[src/rtl/bss_pkg.sv]
package bss_pkg;
   typedef enum logic [1:0] {
      PK_IDLE = 2'd0,
      PK_HELD = 2'd1,
      PK_WAIT = 2'd2
   } pkt_state_e;

   localparam int CTL_LOCK_BIT = 0;
   localparam int CTL_SCALE_LO = 1;
   localparam int CTL_PEND_BIT = 3;
   localparam int PKC_REQ_BIT  = 7;
   localparam int PKC_BUSY_BIT = 6;
   localparam int PKC_WAIT_BIT = 5;
endpackage

[src/rtl/bss_vblank_edge.sv]
module bss_vblank_edge (
   input  logic clk,
   input  logic rst,
   input  logic vblank,
   output logic vb_rise
);
   logic vb_q;

   always_ff @(posedge clk) begin
      if (rst) vb_q <= 1'b0;
      else     vb_q <= vblank;
   end

   assign vb_rise = vblank & ~vb_q;
endmodule

[src/rtl/bss_coef_bank.sv]
module bss_coef_bank #(
   parameter int NUM   = 12,
   parameter int W     = 13,
   parameter int IDX_W = 4
) (
   input  logic               clk,
   input  logic               rst,
   input  logic               wr_hit,
   input  logic [IDX_W-1:0]   wr_idx,
   input  logic [W-1:0]       wr_val,
   input  logic               xfer,
   output logic [NUM*W-1:0]   shadow_flat,
   output logic [NUM*W-1:0]   active_flat
);
   initial begin
      assert (NUM >= 2 && (1 << IDX_W) >= NUM)
         else $fatal(1, "coef bank index width too small");
   end

   for (genvar g = 0; g < NUM; g++) begin : g_coef
      logic [W-1:0] sh_q;
      logic [W-1:0] ac_q;

      always_ff @(posedge clk) begin
         if (rst) begin
            sh_q <= '0;
            ac_q <= '0;
         end else begin
            if (xfer) ac_q <= sh_q;
            if (wr_hit && wr_idx == IDX_W'(g)) sh_q <= wr_val;
         end
      end

      assign shadow_flat[g*W +: W] = sh_q;
      assign active_flat[g*W +: W] = ac_q;
   end
endmodule

[src/rtl/bss_pkt_store.sv]
module bss_pkt_store
   import bss_pkg::*;
#(
   parameter int SLOTS  = 4,
   parameter int BYTES  = 8,
   parameter int SIDX_W = 2,
   parameter int BOFF_W = 3
) (
   input  logic                    clk,
   input  logic                    rst,
   input  logic                    vb_rise,
   input  logic                    ctl_wr,
   input  logic                    ctl_req,
   input  logic [SIDX_W-1:0]       ctl_idx,
   input  logic                    byte_wr,
   input  logic [BOFF_W-1:0]       byte_off,
   input  logic [7:0]              byte_val,
   output logic [SLOTS*BYTES*8-1:0] active_flat,
   output logic [BYTES*8-1:0]      shadow_flat,
   output pkt_state_e              state,
   output logic [SIDX_W-1:0]       sel,
   output logic                    busy
);
   pkt_state_e        st_q, st_d;
   logic [SIDX_W-1:0] sel_q, sel_d;
   logic              busy_q, busy_d;
   logic              load, same_slot, cancel, pxfer;
   logic [7:0]        act_q [SLOTS][BYTES];
   logic [7:0]        sh_q  [BYTES];

   initial begin
      assert (SLOTS >= 2 && (1 << SIDX_W) >= SLOTS && (1 << BOFF_W) >= BYTES)
         else $fatal(1, "packet store widths inconsistent");
   end

   always_comb begin
      same_slot = (ctl_idx == sel_q);
      cancel    = ctl_wr && ctl_req && same_slot && (st_q == PK_WAIT);
      pxfer     = vb_rise && (st_q == PK_WAIT) && !cancel;
      st_d      = st_q;
      sel_d     = sel_q;
      busy_d    = busy_q;
      load      = 1'b0;
      if (pxfer) st_d = PK_IDLE;
      if (ctl_wr) begin
         busy_d = 1'b0;
         unique case (st_q)
            PK_IDLE: begin
               sel_d = ctl_idx;
               if (ctl_req) begin
                  st_d = PK_HELD;
                  load = 1'b1;
               end
            end
            PK_HELD: begin
               if (ctl_req) busy_d = !same_slot;
               else         st_d   = PK_WAIT;
            end
            PK_WAIT: begin
               if (ctl_req) begin
                  if (same_slot) st_d   = PK_HELD;
                  else           busy_d = 1'b1;
               end
            end
            default: st_d = PK_IDLE;
         endcase
      end
   end

   always_ff @(posedge clk) begin
      if (rst) begin
         st_q   <= PK_IDLE;
         sel_q  <= '0;
         busy_q <= 1'b0;
      end else begin
         st_q   <= st_d;
         sel_q  <= sel_d;
         busy_q <= busy_d;
      end
   end

   always_ff @(posedge clk) begin
      if (rst) begin
         for (int s = 0; s < SLOTS; s++)
            for (int b = 0; b < BYTES; b++) act_q[s][b] <= '0;
         for (int b = 0; b < BYTES; b++) sh_q[b] <= '0;
      end else begin
         if (pxfer)
            for (int b = 0; b < BYTES; b++) act_q[sel_q][b] <= sh_q[b];
         if (load)
            for (int b = 0; b < BYTES; b++) sh_q[b] <= act_q[ctl_idx][b];
         else if (byte_wr && st_q == PK_HELD)
            sh_q[byte_off] <= byte_val;
      end
   end

   for (genvar s = 0; s < SLOTS; s++) begin : g_slot
      for (genvar b = 0; b < BYTES; b++) begin : g_byte
         assign active_flat[(s*BYTES+b)*8 +: 8] = act_q[s][b];
      end
   end
   for (genvar b = 0; b < BYTES; b++) begin : g_sh
      assign shadow_flat[b*8 +: 8] = sh_q[b];
   end

   assign state = st_q;
   assign sel   = sel_q;
   assign busy  = busy_q;
endmodule

[src/rtl/blank_sync_shadow.sv]
module blank_sync_shadow
   import bss_pkg::*;
#(
   parameter int NUM_COEF  = 12,
   parameter int COEF_W    = 13,
   parameter int PKT_SLOTS = 4,
   parameter int PKT_BYTES = 8,
   parameter int ADDR_W    = 8,
   parameter int DATA_W    = 16,
   parameter int COEF_BASE = 16,
   parameter int PKT_BASE  = 128
) (
   input  logic                            clk,
   input  logic                            rst,
   input  logic                            wr_en,
   input  logic [ADDR_W-1:0]               wr_addr,
   input  logic [DATA_W-1:0]               wr_data,
   input  logic [ADDR_W-1:0]               rd_addr,
   output logic [DATA_W-1:0]               rd_data,
   input  logic                            vblank,
   output logic [NUM_COEF*COEF_W-1:0]      coef_active,
   output logic [1:0]                      csc_scale,
   output logic [PKT_SLOTS*PKT_BYTES*8-1:0] pkt_active,
   output logic                            pkt_busy
);
   localparam int CIDX_W = $clog2(NUM_COEF);
   localparam int SIDX_W = $clog2(PKT_SLOTS);
   localparam int BOFF_W = $clog2(PKT_BYTES);
   localparam logic [ADDR_W-1:0] CTL_ADDR = ADDR_W'(0);
   localparam logic [ADDR_W-1:0] PKC_ADDR = ADDR_W'(1);
   localparam logic [ADDR_W-1:0] C_LO = ADDR_W'(COEF_BASE);
   localparam logic [ADDR_W-1:0] C_HI = ADDR_W'(COEF_BASE + NUM_COEF);
   localparam logic [ADDR_W-1:0] P_LO = ADDR_W'(PKT_BASE);
   localparam logic [ADDR_W-1:0] P_HI = ADDR_W'(PKT_BASE + PKT_BYTES);

   initial begin
      assert (COEF_W <= DATA_W && DATA_W >= 8)
         else $fatal(1, "data width too narrow");
      assert (NUM_COEF >= 2 && PKT_SLOTS >= 2 && PKT_BYTES >= 2 && SIDX_W <= 5)
         else $fatal(1, "counts out of range");
      assert (COEF_BASE >= 2 && COEF_BASE + NUM_COEF <= PKT_BASE &&
              PKT_BASE + PKT_BYTES < (1 << ADDR_W))
         else $fatal(1, "address regions overlap or overflow");
   end

   logic              vb_rise;
   logic              csc_lock_q, pend_q, pend_d;
   logic [1:0]        scale_q;
   logic              ctl_hit, pkc_hit, coef_hit, byte_hit;
   logic              xfer, lock_fall;
   logic [CIDX_W-1:0] w_cidx, r_cidx;
   logic [BOFF_W-1:0] w_boff, r_boff;
   logic [NUM_COEF*COEF_W-1:0] coef_shadow;
   logic [PKT_BYTES*8-1:0]     pkt_shadow;
   pkt_state_e        pk_state;
   logic [SIDX_W-1:0] pk_sel;

   bss_vblank_edge u_edge (
      .clk     (clk),
      .rst     (rst),
      .vblank  (vblank),
      .vb_rise (vb_rise)
   );

   always_comb begin
      ctl_hit  = wr_en && (wr_addr == CTL_ADDR);
      pkc_hit  = wr_en && (wr_addr == PKC_ADDR);
      coef_hit = wr_en && (wr_addr >= C_LO) && (wr_addr < C_HI);
      byte_hit = wr_en && (wr_addr >= P_LO) && (wr_addr < P_HI);
      w_cidx   = CIDX_W'(wr_addr - C_LO);
      w_boff   = BOFF_W'(wr_addr - P_LO);
      xfer      = vb_rise && pend_q && !csc_lock_q;
      lock_fall = ctl_hit && csc_lock_q && !wr_data[CTL_LOCK_BIT];
      pend_d    = (pend_q && !xfer) || lock_fall || coef_hit;
   end

   always_ff @(posedge clk) begin
      if (rst) begin
         csc_lock_q <= 1'b0;
         scale_q    <= 2'b00;
         pend_q     <= 1'b0;
      end else begin
         if (ctl_hit) begin
            csc_lock_q <= wr_data[CTL_LOCK_BIT];
            scale_q    <= wr_data[CTL_SCALE_LO +: 2];
         end
         pend_q <= pend_d;
      end
   end

   bss_coef_bank #(
      .NUM   (NUM_COEF),
      .W     (COEF_W),
      .IDX_W (CIDX_W)
   ) u_coef (
      .clk         (clk),
      .rst         (rst),
      .wr_hit      (coef_hit),
      .wr_idx      (w_cidx),
      .wr_val      (wr_data[COEF_W-1:0]),
      .xfer        (xfer),
      .shadow_flat (coef_shadow),
      .active_flat (coef_active)
   );

   bss_pkt_store #(
      .SLOTS  (PKT_SLOTS),
      .BYTES  (PKT_BYTES),
      .SIDX_W (SIDX_W),
      .BOFF_W (BOFF_W)
   ) u_pkt (
      .clk         (clk),
      .rst         (rst),
      .vb_rise     (vb_rise),
      .ctl_wr      (pkc_hit),
      .ctl_req     (wr_data[PKC_REQ_BIT]),
      .ctl_idx     (wr_data[SIDX_W-1:0]),
      .byte_wr     (byte_hit),
      .byte_off    (w_boff),
      .byte_val    (wr_data[7:0]),
      .active_flat (pkt_active),
      .shadow_flat (pkt_shadow),
      .state       (pk_state),
      .sel         (pk_sel),
      .busy        (pkt_busy)
   );

   assign csc_scale = scale_q;

   always_comb begin
      r_cidx  = CIDX_W'(rd_addr - C_LO);
      r_boff  = BOFF_W'(rd_addr - P_LO);
      rd_data = '0;
      if (rd_addr == CTL_ADDR) begin
         rd_data[CTL_LOCK_BIT]       = csc_lock_q;
         rd_data[CTL_SCALE_LO +: 2]  = scale_q;
         rd_data[CTL_PEND_BIT]       = pend_q;
      end else if (rd_addr == PKC_ADDR) begin
         rd_data[PKC_REQ_BIT]  = (pk_state == PK_HELD);
         rd_data[PKC_BUSY_BIT] = pkt_busy;
         rd_data[PKC_WAIT_BIT] = (pk_state == PK_WAIT);
         rd_data[SIDX_W-1:0]   = pk_sel;
      end else if (rd_addr >= C_LO && rd_addr < C_HI) begin
         rd_data[COEF_W-1:0] = csc_lock_q ? coef_shadow[int'(r_cidx)*COEF_W +: COEF_W]
                                          : coef_active[int'(r_cidx)*COEF_W +: COEF_W];
      end else if (rd_addr >= P_LO && rd_addr < P_HI) begin
         rd_data[7:0] = (pk_state == PK_HELD)
                        ? pkt_shadow[int'(r_boff)*8 +: 8]
                        : pkt_active[(int'(pk_sel)*PKT_BYTES + int'(r_boff))*8 +: 8];
      end
   end
endmodule

[config.mk]
export PLATFORM = sky130hd
export DESIGN_NAME = blank_sync_shadow
export DESIGN_NICKNAME = d
export VERILOG_FILES = /design/src/rtl/bss_pkg.sv /design/src/rtl/bss_vblank_edge.sv /design/src/rtl/bss_coef_bank.sv /design/src/rtl/bss_pkt_store.sv /design/src/rtl/blank_sync_shadow.sv
export SDC_FILE = /design/constraint.sdc
export NUM_CORES = 1
export LEC_CHECK = 0
export BUFFER_PORTS_ARGS = -buffer_cell sky130_fd_sc_hd__buf_2
export CORE_MARGIN = 3
export CORE_UTILIZATION = 45
export CTS_BUF_LIST = sky130_fd_sc_hd__clkbuf_16
export CTS_CLUSTER_SIZE = 30
export DETAILED_ROUTE_END_ITERATION = 10
export PLACE_DENSITY = 0.76
export SLEW_MARGIN = 20
export SYNTH_ARGS = -nofsm -noshare
export SYNTH_HDL_FRONTEND = slang
export SYNTH_HIERARCHICAL = 1
export SYNTH_SLANG_ARGS = --single-unit
[constraint.sdc]
create_clock -name clk -period 4.7 [get_ports clk]
set_input_delay 0.705 -clock clk [delete_from_list [all_inputs] [get_ports clk]]
set_output_delay 0.705 -clock clk [all_outputs]
set_load 0.02 [all_outputs]
# Word level (Yosys, flattened, before mapping)
# Memories as Yosys holds them, arrays and structs flattened.
# Index checks and enable logic that the tools add are counted.
classes:
  mul: 1
  magnitude_cmp: 8
  n_bitwise: 10
  muxes: 51
  addsub: 5
  eq_ne: 16
  reduce_logical: 45
  shift: 4
ops:
  columns: ["operator", "n"]
  rows:
  - ["$shiftx 256x10->8", 1]
  - ["$shiftx 156x32->13", 1]
  - ["$shiftx 156x9->13", 1]
  - ["$mux 8", 12]
  - ["$mux 64", 1]
  - ["$reduce_or 64->1", 1]
  - ["$shiftx 64x7->8", 1]
  - ["$logic_and 1x1->1", 31]
  - ["$mux 1", 20]
  - ["$eq 4x3->1 const B", 4]
  - ["$eq 4x4->1 const B", 4]
  - ["$eq 8x1->1 const B", 2]
  - ["$ge 8x5->1 const B", 2]
  - ["$ge 8x8->1 const B", 2]
  - ["$logic_not 8->1", 2]
  - ["$lt 8x5->1 const B", 2]
  - ["$lt 8x8->1 const B", 2]
  - ["$mux 2", 8]
  - ["$mux 13", 1]
  - ["$mux 5", 2]
  - ["$mux 3", 3]
  - ["$mux 9", 1]
  - ["$eq 4x2->1 const B", 2]
  - ["$mul 4x4->8 const B", 1]
  - ["other kinds (19)", 33]
totals:
  n_memories: 2
  register_bits: 322
  wordCells: 173
  output_inout_bits: 431
  ram_bits: 320
mem_list:
  columns: ["memory", "depth", "word_bits", "read_ports", "rd_clocked_by_memory_dff", "write_ports", "line", "source"]
  rows:
  - ["u_pkt.act_q", 4, 64, 5, 0, 4, "bss_pkt_store.sv:28", "logic [7:0] act_q [SLOTS][BYTES];"]
  - ["u_pkt.sh_q", 8, 8, 8, 0, 8, "bss_pkt_store.sv:29", "logic [7:0] sh_q [BYTES];"]

# Logic depth before layout (Yosys ltp)
depth:
  word_depth: 12
  mapped_depth: 11
  depth_no_buf: 7

# Cells and area by module
# Netlist, hierarchy kept.
by_module_without_submodules:
  columns: ["mod", "cells_each", "n_inst", "area_each_um2"]
  rows:
  - ["bss_pkt_store", 944, 1, 13998.4]
  - ["bss_coef_bank", 1051, 1, 11693.7]
  - ["blank_sync_shadow", 490, 1, 5819.3]
  - ["bss_vblank_edge", 3, 1, 47.5]

# Worst setup path after synthesis
# OpenSTA, ideal clock, no wires.
synth_timing:
  path_kind: "input to register"
  from: "input wr_addr[6]"
  to: "memory u_pkt/act_q[0][0] (netlist bit), enable pin"
  stages: 7
  arrival_ns: 3.131
  path_slack_ns: 0.874
  cell_sequence: "or3b_2 nor4_1 and2_1 nand4_2 nand2_1 buf_2 nand2b_1"
synth_rtl:
  columns: ["element", "line", "source"]
  rows:
  - ["start: declaration", "blank_sync_shadow.sv:16", "input logic [ADDR_W-1:0] wr_addr,"]
  - ["end: declaration", "bss_pkt_store.sv:28", null]

# Worst setup path after layout
layout_timing:
  from: "register csc_lock_q"
  to: "output rd_data[2]"
layout_via:
  elab_chain_cells: 4
layout_lines:
  columns: ["element", "line", "source"]
  rows:
  - ["start: declaration", "blank_sync_shadow.sv:47", "logic csc_lock_q, pend_q, pend_d;"]
  - ["start signal: assignment", "blank_sync_shadow.sv:84", "csc_lock_q <= wr_data[CTL_LOCK_BIT];"]
  - ["$mux 13", "blank_sync_shadow.sv:144", "rd_data[COEF_W-1:0] = csc_lock_q ? coef_shadow[int'(r_cidx)*COEF_W +: COEF_W]"]
  - ["$mux 8", "blank_sync_shadow.sv:143", "end else if (rd_addr >= C_LO && rd_addr < C_HI) begin"]
  - ["$mux 3", "blank_sync_shadow.sv:138", "end else if (rd_addr == PKC_ADDR) begin"]
  - ["$mux 4", "blank_sync_shadow.sv:134", "if (rd_addr == CTL_ADDR) begin"]
  - ["end: declaration", "blank_sync_shadow.sv:19", "output logic [DATA_W-1:0] rd_data,"]
# Every way passes these cells.

==> results.json <==
{
  "grt_max_degree": 195,
  "start_util_pct": 45.69,
  "slew_headroom_pct": 25.30,
  "dr_total_vias": 23611,
  "die-width_um": 270.8,
  "firstDrtPassIters": 6,
  "fin_skew_ns": 0.02154,
  "wl_per_cell_um": 29.23,
  "drc": 0,
  "ys_async_sr_fraction_pct": 0,
  "area.growth.synth_to_final_pct": 16.10,
  "setup_tns_ns": 0,
  "htreeDepth": 3,
  "cts_buffers": 70,
  "wirelength_mm": 112.6,
  "hold_ws_ns": 0.3237,
  "yosysSeqAreaShare_pct": 50.87,
  "arrival_ns": 3.78,
  "setup_viol": 0,
  "powerDensity_nw_per_um2": 338.4,
  "cpPeakStageDelay_ns": 0.89,
  "cts.clk_slew.worst_paths_ns": 0.06,
  "critPathTopFamily": "multiplexers",
  "cpMostUsedCell": "mux4_2",
  "netlist_area_um2": 31560,
  "start_kind": "flip-flop",
  "dpl-instance-area_um2": 34440,
  "cts_sinks": 642,
  "finalHoldViolCount": 0,
  "grt_antenna_before_repair": 3,
  "synth-edff-count": 320,
  "ir_drop_uv": 302.5,
  "postRouteAntennaNets": 0,
  "p_leak_nw": 14.65,
  "fin_crit_sh_pct": 95.41,
  "crit_required_ns": 3.99,
  "drt_iter0_markers": 3252,
  "cts_tree": "done",
  "critPathBufInv": 1,
  "synth_ff_type": "dfxtp_1",
  "synthCells": 2488,
  "nNetsFinal": 2908,
  "yosys_register_bits": 642,
  "post_cts_buffers": 0,
  "clock_latency_ns": 0.61,
  "grt_pass1_wl_mm": 160.5,
  "slew_violations": 0,
  "placementRows": 96,
  "fill_cells": 5768,
  "grt_usage_pct": 29.74,
  "die_area_um2": 73340,
  "crit_chain": "mux4_2 -> mux4_2 -> a221oi_2 -> o41ai_1 -> buf_2",
  "grt_pass1_vias": 22866,
  "path_max_fanout": 38,
  "syn_avg_cell_area_um2": 12.68,
  "io_buffers": 460,
  "fin_area_um2": 36640,
  "crit_type": "reg2out",
  "cts_resized": 0,
  "cp_slowest_cell": "dfxtp_4",
  "cts_root_buffer": "clkbuf_16",
  "dp_hpwl_mm": 79.04,
  "ios": 467,
  "worst_pin_slew_ns": 1.121,
  "endpoint_kind": "output pin",
  "design.core.area_um2": 69070,
  "hold_path.class": "in2reg",
  "cts_hold_buf": 0,
  "fmax_mhz": 223.0,
  "period_minus_slack_ns": 4.484,
  "yosysWarningCount": 6,
  "die_h_um": 270.8,
  "synthDistinctLibCells": 82,
  "outcome": "completed",
  "cap_viol_max_count": 0,
  "vias_per_cell": 6.128,
  "rsz0062_at_grt": "false",
  "grt_overflow": 0,
  "cts_buffer_depth": 3,
  "place_congestion": 0.9771,
  "layout-drive-gt1-share_pct": 30.40
}
## layout by cell type, fill, tap and decap left out, types with 4 or more instances in the layout
cell type	netlist	final
or3_1	5	5
and2_1	5	5
edfxtp_1	320	320
clkinv_1	1	18
nand2_2	8	12
inv_1	8	21
buf_4	20	45
mux2_2	21	21
nand3_1	16	16
a21oi_1	27	27
clkbuf_16	0	72
buf_2	102	456
nor2_1	438	436
nor3_1	6	6
a31oi_1	6	6
o22ai_1	29	29
ha_1	4	4
a32oi_1	4	4
clkinv_2	0	10
nand2b_1	248	244
mux4_2	204	204
o21ai_0	9	9
o211ai_1	6	6
buf_12	2	15
dfxtp_1	322	321
bufinv_16	0	4
mux2i_1	378	378
nor2b_1	7	7
nand2_1	60	56
nor3b_1	5	5
a211oi_1	9	9
a22o_1	48	48
## metal layers
layer / global-route usage [%] / up-vias / routed length, um
li1: - / 9889 / -
met1: 36.05 / 11706 / 38850
met2: 48.97 / 1738 / 53270
met3: 8.851 / 272 / 14210
met4: 13.64 / 6 / 6241
met5: 0 / - / 39
## area by class of cell
class	count	area [um^2]	area share [%]
flip-flops and latches	642	16060	43.83
multi-input cells	1626	14220	38.81
repair buffers	519	2962	8.083
clock buffers	72	1802	4.917
well taps	931	1165	3.179
clock inverters	53	396.6	1.083
inverters	9	33.78	0.09220
diodes	1	2.502	0.006830
## cell families (layout without fill, tap and decap cells)
family          Yosys count  count (layout)  synth area share (%)
flops                   642             642                 50.87
mux                     606             606                 27.55
fa+ha+maj                 4               4                0.1586
other cells               1               4               0.01188
simple gates            839             839                 13.09
compound gates          172             172                 4.012
buf+inv                 222             653                 4.250
xor+xnor                  2               2               0.05552
## flip-flops by register name, indices dropped and copies added, names as in the netlist
signal	count
csc_lock_q	1
csc_scale	2
pend_q	1
u_coef/g_coef.ac_q	156
u_coef/g_coef.sh_q	156
u_edge/vb_q	1
u_pkt/act_q	256
u_pkt/busy	1
u_pkt/sel	2
u_pkt/sh_q	64
u_pkt/state	2
## cell usage after synthesis, drive strengths merged, types with 11 or more instances
| library cell | count | share of area, % |
|---|---|---|
| a22o | 48 | 1.3 |
| edfxtp | 320 | 30 |
| clkbuf | 62 | 0.96 |
| o21ai | 11 | 0.17 |
| nor2 | 440 | 5.2 |
| nand2 | 68 | 0.87 |
| mux2 | 21 | 0.75 |
| a21oi | 27 | 0.43 |
| nor2b | 11 | 0.30 |
| mux2i | 378 | 12 |
| dfxtp | 322 | 20 |
| o22ai | 29 | 0.57 |
| nand3 | 19 | 0.40 |
| buf | 151 | 3.2 |
| nand2b | 248 | 4.9 |
| mux4 | 207 | 15 |
## final timing paths
path                                                        startpoint  depth (start not counted)                                endpoint  slack [ns]
worst max register to register               u_pkt/state[0]$_SDFF_PP0_                          6              u_pkt/sh_q[5][3]$_DFFE_PP_        1.59
worst min-delay path                                            vblank                          2                  u_edge/vb_q$_SDFF_PP0_        0.32
worst max-delay path                           csc_lock_q$_SDFFE_PP0N_                          5                              rd_data[2]        0.22
worst min register to register  u_coef/g_coef[11].sh_q[5]$_SDFFE_PP0P_                          2  u_coef/g_coef[11].sh_q[5]$_SDFFE_PP0P_        0.49
## power breakdown
part | total (mW) | switching [mW] | internal (mW)
Sequential | 6.09 | 0.117 | 5.97
Combinational | 0.964 | 0.619 | 0.345
Clock | 5.35 | 2.33 | 3.02
## through the flow
stage | std cells | power, mW | worst slack [ns] | utilization, %
after floorplan | 2490 | 6.768 | 0.8740 | -
after global placement | 3727 | 7.137 | 0.5635 | 49.86
after detailed placement | 3727 | 7.145 | 0.5650 | 49.86
after CTS | 3852 | 12.42 | 0.2718 | 53.05
after global routing | 3852 | 12.70 | 0.1803 | 53.05
final | 3853 | 12.40 | 0.2158 | 53.05
Note: power is estimated with default switching activity, not from simulation.
